--- config.mk ---
export PLATFORM = sky130hd
export DESIGN_NAME = win_aperture_dec
export DESIGN_NICKNAME = d
export VERILOG_FILES = /design/src/rtl/winap_pkg.sv /design/src/rtl/aperture_region_dec.sv /design/src/rtl/window_base_regs.sv /design/src/rtl/win_aperture_dec.sv
export SDC_FILE = /design/constraint.sdc
export NUM_CORES = 1
export LEC_CHECK = 0
export BUFFER_PORTS_ARGS = -buffer_cell sky130_fd_sc_hd__buf_4
export CAP_MARGIN = 20
export CORE_UTILIZATION = 25
export DETAILED_ROUTE_END_ITERATION = 12
export PLACE_DENSITY = 0.56
export SYNTH_ARGS = -nofsm -noshare
export SYNTH_HDL_FRONTEND = slang
export SYNTH_HIERARCHICAL = 1
export SYNTH_SLANG_ARGS = --single-unit
--- constraint.sdc ---
create_clock -name clk -period 3 [get_ports clk]
set_input_delay 0.3 -clock clk [delete_from_list [all_inputs] [get_ports clk]]
set_output_delay 0.3 -clock clk [all_outputs]
set_load 0.03 [all_outputs]
--- src/rtl/winap_pkg.sv ---
package winap_pkg;
  typedef enum logic [1:0] {
    RG_A   = 2'd0,
    RG_C   = 2'd1,
    RG_MIR = 2'd2,
    RG_B   = 2'd3
  } region_e;

  localparam logic [1:0] SZ_BYTE = 2'd0;
  localparam logic [1:0] SZ_HALF = 2'd1;
  localparam logic [1:0] SZ_WORD = 2'd2;

  localparam logic [1:0] BSEL_A = 2'd0;
  localparam logic [1:0] BSEL_B = 2'd1;
  localparam logic [1:0] BSEL_C = 2'd2;

  localparam int MIR_WORDS = 8;
  localparam int C_START   = 'h58;
  localparam int MIR_START = 'h60;
  localparam int B_START   = 'h80;
endpackage

--- src/rtl/aperture_region_dec.sv ---
module aperture_region_dec
  import winap_pkg::*;
#(
  parameter int OFFS_W   = 9,
  parameter int APER_END = 'h180
) (
  input  logic [OFFS_W-1:0] offset,
  input  logic [1:0]        size,
  output region_e           region,
  output logic [OFFS_W-1:0] local_offs,
  output logic [3:0]        be,
  output logic              err
);
  localparam logic [OFFS_W-1:0] OFS_C   = OFFS_W'(C_START);
  localparam logic [OFFS_W-1:0] OFS_MIR = OFFS_W'(MIR_START);
  localparam logic [OFFS_W-1:0] OFS_B   = OFFS_W'(B_START);
  localparam logic [OFFS_W:0]   END_X   = (OFFS_W+1)'(APER_END);

  function automatic region_e classify(input logic [OFFS_W-1:0] v);
    if (v < OFS_C)        return RG_A;
    else if (v < OFS_MIR) return RG_C;
    else if (v < OFS_B)   return RG_MIR;
    else                  return RG_B;
  endfunction

  logic [2:0]      nbytes;
  logic [3:0]      mask;
  logic            bad_size;
  logic [OFFS_W:0] last_ofs;
  logic [2:0]      lane_sum;
  region_e         region_last;

  always_comb begin
    bad_size = 1'b0;
    case (size)
      SZ_BYTE: begin nbytes = 3'd1; mask = 4'b0001; end
      SZ_HALF: begin nbytes = 3'd2; mask = 4'b0011; end
      SZ_WORD: begin nbytes = 3'd4; mask = 4'b1111; end
      default: begin nbytes = 3'd1; mask = 4'b0000; bad_size = 1'b1; end
    endcase
    last_ofs    = {1'b0, offset} + (OFFS_W+1)'(nbytes) - (OFFS_W+1)'(1);
    lane_sum    = {1'b0, offset[1:0]} + nbytes;
    region      = classify(offset);
    region_last = classify(last_ofs[OFFS_W-1:0]);
    be          = mask << offset[1:0];
    err         = bad_size || (lane_sum > 3'd4) || (last_ofs >= END_X)
                  || (region_last != region);
    case (region)
      RG_A:    local_offs = offset;
      RG_C:    local_offs = offset - OFS_C;
      RG_MIR:  local_offs = offset - OFS_MIR;
      default: local_offs = offset - OFS_B;
    endcase
  end
endmodule

--- src/rtl/window_base_regs.sv ---
module window_base_regs
  import winap_pkg::*;
#(
  parameter int SWB_BITS = 8
) (
  input  logic        clk,
  input  logic        rst_n,
  input  logic        cfg_wr_en,
  input  logic [1:0]  cfg_wr_sel,
  input  logic [31:0] cfg_wr_data,
  output logic [31:0] a_base,
  output logic [31:0] b_base,
  output logic [31:0] c_base
);
  localparam logic [31:0] B_KEEP = ~((32'd1 << SWB_BITS) - 32'd1);

  logic a_en, b_en, c_en;
  logic [31:0] b_next;

  always_comb begin
    a_en   = cfg_wr_en && (cfg_wr_sel == BSEL_A);
    b_en   = cfg_wr_en && (cfg_wr_sel == BSEL_B);
    c_en   = cfg_wr_en && (cfg_wr_sel == BSEL_C);
    b_next = cfg_wr_data & B_KEEP;
  end

  always_ff @(posedge clk or negedge rst_n) begin
    if (!rst_n) begin
      a_base <= '0;
      b_base <= '0;
      c_base <= '0;
    end else begin
      if (a_en) a_base <= cfg_wr_data;
      if (b_en) b_base <= b_next;
      if (c_en) c_base <= cfg_wr_data;
    end
  end
endmodule

--- src/rtl/win_aperture_dec.sv ---
module win_aperture_dec
  import winap_pkg::*;
#(
  parameter int SWB_BITS = 8,
  parameter int OFFS_W   = SWB_BITS + 1
) (
  input  logic                   clk,
  input  logic                   rst_n,
  input  logic                   req_valid,
  input  logic                   req_write,
  input  logic [1:0]             req_size,
  input  logic [OFFS_W-1:0]      req_offset,
  input  logic [31:0]            req_wdata,
  output logic                   rsp_valid,
  output logic                   rsp_err,
  output logic [31:0]            rsp_rdata,
  input  logic                   cfg_wr_en,
  input  logic [1:0]             cfg_wr_sel,
  input  logic [31:0]            cfg_wr_data,
  input  logic [32*MIR_WORDS-1:0] cfg_mirror,
  output logic                   mem_req,
  output logic                   mem_write,
  output logic [31:0]            mem_addr,
  output logic [3:0]             mem_be,
  output logic [31:0]            mem_wdata,
  input  logic                   mem_rvalid,
  input  logic [31:0]            mem_rdata
);
  localparam int APER_END = B_START + (1 << SWB_BITS);

  logic [31:0] a_base_w, b_base_w, c_base_w;
  region_e     dec_region;
  logic [OFFS_W-1:0] dec_local;
  logic [3:0]  dec_be;
  logic        dec_err;

  window_base_regs #(.SWB_BITS(SWB_BITS)) u_bases (
    .clk, .rst_n, .cfg_wr_en, .cfg_wr_sel, .cfg_wr_data,
    .a_base(a_base_w), .b_base(b_base_w), .c_base(c_base_w)
  );

  aperture_region_dec #(.OFFS_W(OFFS_W), .APER_END(APER_END)) u_dec (
    .offset(req_offset), .size(req_size), .region(dec_region),
    .local_offs(dec_local), .be(dec_be), .err(dec_err)
  );

  logic [31:0] mir_word [MIR_WORDS];
  for (genvar k = 0; k < MIR_WORDS; k++) begin : g_mir
    assign mir_word[k] = cfg_mirror[32*k +: 32];
  end

  logic        mem_req_d, loc_vld_d;
  logic [31:0] sel_base, addr_d, loc_data_d;
  logic        is_mir;

  always_comb begin
    is_mir = (dec_region == RG_MIR);
    case (dec_region)
      RG_A:    sel_base = a_base_w;
      RG_C:    sel_base = c_base_w;
      default: sel_base = b_base_w;
    endcase
    addr_d     = sel_base + 32'(dec_local);
    mem_req_d  = req_valid && !dec_err && !is_mir;
    loc_vld_d  = req_valid && (dec_err || is_mir);
    loc_data_d = (is_mir && !dec_err && !req_write) ? mir_word[dec_local[4:2]] : '0;
  end

  logic        loc_vld_q, loc_err_q;
  logic [31:0] loc_data_q;

  always_ff @(posedge clk or negedge rst_n) begin
    if (!rst_n) begin
      mem_req   <= 1'b0;
      loc_vld_q <= 1'b0;
    end else begin
      mem_req   <= mem_req_d;
      loc_vld_q <= loc_vld_d;
    end
  end

  always_ff @(posedge clk or negedge rst_n) begin
    if (!rst_n) begin
      mem_write  <= 1'b0;
      mem_addr   <= '0;
      mem_be     <= '0;
      mem_wdata  <= '0;
      loc_err_q  <= 1'b0;
      loc_data_q <= '0;
    end else if (req_valid) begin
      mem_write  <= req_write;
      mem_addr   <= addr_d;
      mem_be     <= dec_be;
      mem_wdata  <= req_wdata;
      loc_err_q  <= dec_err;
      loc_data_q <= loc_data_d;
    end
  end

  always_comb begin
    rsp_valid = loc_vld_q || mem_rvalid;
    rsp_err   = loc_vld_q && loc_err_q;
    rsp_rdata = loc_vld_q ? loc_data_q : mem_rdata;
  end
endmodule

==> flow_summary.json <==
{
  "num-nets-final": 1968,
  "post-route-period-util_pct": 107.1,
  "drc": 0,
  "rsz0062_at_grt": "yes",
  "start_kind": "primary input",
  "cts_sinks": 192,
  "final_core_util_pct": 39.29,
  "htreeDepth": 4,
  "avgRoutedWirePerCell_microns": 20.98,
  "cp.arrival_ns": 3.63,
  "clock_latency_ns": 0.49,
  "syn2layout_area_growth_pct": 55.38,
  "grt_max_degree": 79,
  "core-area_sq_mm": 0.04765,
  "power_switching_uw": 2878,
  "cp_max_fo": 6,
  "viasPerCell": 4.750,
  "antenna_found_initial": 14,
  "synth_largest_area_cell": "dfrtp_1",
  "hold-path-cell-count": 2,
  "die_w_microns": 221.5,
  "clockBufferDepth": 2,
  "die_area_sq_mm": 0.04908,
  "synth_area_leaders": "dfrtp_1 (40%), mux2_2 (15%), mux4_2 (12%), mux2i_1 (5.1%), ha_1 (3.1%)",
  "overflow": 0,
  "drt-total-wl_microns": 46280,
  "hold_end": "mem_wdata[31]",
  "start_util_pct": 25.29,
  "ios": 475,
  "finalPower_uw": 8825,
  "violations": "setup timing",
  "gp_congestion": 0.8487,
  "fin_crit_ns": 3.213,
  "setup_violations": 32,
  "yosysWarnings": 6,
  "layout-drive-gt1-share_pct": 62.97,
  "synth_cells": 972,
  "async_flop_share_pct": 100.0,
  "ys_seq_area_share_pct": 39.88,
  "reg2reg_depth": 12,
  "intPower_uw": 5948,
  "root_buffer": "clkbuf_16",
  "first_global_vias": 10904,
  "drt_iter0_markers": 389,
  "ir_drop_mv": 0.5342,
  "yosysUniqueCellTypes": 72,
  "die_height_microns": 221.5,
  "max-cap-violations": 0,
  "track_usage_pct": 18.77,
  "portBuffers": 474,
  "p_sw_share_pct": 32.61,
  "finalHoldViolCount": 0,
  "ys_ff_latch": 192,
  "r2r_slack_ns": 0.48,
  "fin_skew_ns": 0.01176,
  "pwr-share-seq_pct": 36.3,
  "relSlewSlack_pct": 36.19,
  "synth_edf_count": 0,
  "timing.rr.start": "u_bases/c_base[4]",
  "dp_hpwl_microns": 36450,
  "tritoncts": "yes",
  "syn_area_sq_mm": 0.01205,
  "worst_pin_slew_ns": 0.9571,
  "final_antenna_net_count": 0,
  "hold_class": "primary input to register",
  "cellPowerDensity_mw_per_mm2": 471.4,
  "ys.flop_type": "dfrtp_1",
  "fin_ws_ns": -0.2132,
  "power.leakage_uw": 0.008562,
  "cts_buffers": 17,
  "pwr-share-clk_pct": 27.9,
  "slew_viol_final": 0,
  "hp-start": "req_wdata[31]",
  "worstReg2RegEnd": "mem_addr[9]",
  "grt_pass1_wl_microns": 67970,
  "rows": 80,
  "synth_top_area_share_pct": 39.88,
  "p_comb_share_pct": 35.8,
  "first_pass_iters": 4,
  "max_freq_mhz": 311.2,
  "endpoint_kind": "register",
  "critical_path_class": "primary input to register",
  "cts.reportedPaths.clkPinSlew_ns": 0.08,
  "num_vias": 10479,
  "outcome": "finished with violations",
  "syn_avg_cell_area_sq_um": 12.40,
  "required_ns": 3.42
}
[cell families after synthesis]
kind of cell	Yosys count	synth area share, %
flops	192	39.88
simple gates	157	6.916
mux	302	34.01
buf+inv	103	4.746
other cells	1	0.03112
xor+xnor	21	1.527
compound gates	163	9.284
fa+ha+maj	33	3.614
[per-stage QoR]
| stage | setup slack (ns) | hold WS [ns] | setup TNS [ns] | cells | area, sq um |
|---|---|---|---|---|---|
| after global placement | -0.7991 | 0.4010 | -35.08 | 2139 | 17470 |
| after global routing | -0.3453 | 0.006369 | -10.85 | 2202 | 18710 |
| after floorplan | -0.7285 | 0.004409 | -22.78 | 979 | 12490 |
| after detailed placement | -0.9000 | 0.4066 | -39.55 | 2139 | 17470 |
| final | -0.2132 | 0.04120 | -6.428 | 2206 | 18720 |
| after CTS | -0.1791 | 0.0007253 | -4.881 | 2188 | 18390 |
[registers in the layout, summed over array words and instances (netlist names)]
| signal | count |
|---|---|
| loc_data_q | 32 |
| mem_addr | 32 |
| mem_wdata | 32 |
| u_bases/a_base | 32 |
| u_bases/c_base | 32 |
| u_bases/b_base | 24 |
| mem_be | 4 |
| loc_err_q | 1 |
| loc_vld_q | 1 |
| mem_req | 1 |
| mem_write | 1 |
[power by group through the flow]
stage	clock network, uW	logic [uW]	registers (uW)
finish	2460	3160	3200
floorplan	0	1430	3470
CTS	2590	3150	3210
global route	2670	3390	3260
global placement	0	3050	3240
detailed placement	0	3080	3260
[layer usage]
| metal | up-vias | wire (microns) | GRT usage, % |
|---|---|---|---|
| met4 | 2 | 2021 | 9.386 |
| li1 | 4855 | - | - |
| met3 | 72 | 2531 | 4.970 |
| met2 | 334 | 24730 | 34.52 |
| met5 | - | 13 | 0 |
| met1 | 5216 | 16980 | 19.64 |
[synth_stat cells (18+ instances only)]
cell type  count
xnor2_1       21
nor2_1        39
buf_4         18
o21ai_0       35
mux2_2       164
dfrtp_1      192
o2bb2ai_1     32
mux2i_1       61
mux4_2        64
inv_1         29
nand2_1       43
clkbuf_1      30
ha_1          30
[what timing repair did]
item	CTS	global route
pin swaps	9	20
cloned	1	0
endpoints found under the hold margin	85	0
buffers inserted	5	4
gates resized for setup	25	38
hold buffers	11	0
endpoints found under the setup margin	36	53
[worst max path at each step]
stage	startpoint	end	slack (ns)
after global routing	req_size[0]	loc_data_q[28]	-0.35
after global placement	req_size[0]	loc_data_q[21]	-0.80
final	req_size[0]	loc_data_q[1]	-0.21
after detailed placement	req_size[0]	loc_data_q[16]	-0.90
after floorplan	req_offset[7]	mem_addr[30]	-0.73
after CTS	req_size[0]	loc_data_q[26]	-0.18
[critical path: stages]
cell	delay [ns]
buf_12	0.12
inv_12	0.04
ha_4	0.11
inv_1	0.06
ha_4	0.27
inv_1	0.06
ha_4	0.25
a211oi_2	0.30
o21bai_1	0.15
buf_4	0.15
buf_4	0.12
a32oi_1	0.21
o311a_1	0.23
nand3_1	0.11
nor4_2	0.26
o311ai_4	0.15
nand2b_4	0.18
nor2_4	0.15
nand2_8	0.11
buf_16	0.17
o2bb2ai_4	0.11
[area by class of cell]
type                       count  area, sq um
sequential                   192         4806
multi-input combinational    684         7382
clock buffer                  19        442.9
fill                        4630        28920
clock inverter                13        171.4
inverter                      30        153.9
timing repair buffer         639         4961
tap                          615        769.5
antenna                       14        35.03
[layout by cell type, fill, tap and decap left out, drive strengths merged, types with 10 or more instances in the layout]
cell type    synthesis  final
clkbuf              32     20
nand2               44     44
diode                0     14
inv                 29     36
mux4                64     64
a31oi               17     17
ha                  30     30
o2bb2ai             32     32
dfrtp              192    192
mux2i               67     67
dlygate4sd3          0     11
o21ai               47     47
o21a                11     11
mux2               171    171
xnor2               21     21
buf                 40    627
nor2                39     39
a21oi               16     16
nand3               10     10
No activity file was read; power rests on OpenSTA's default activity.
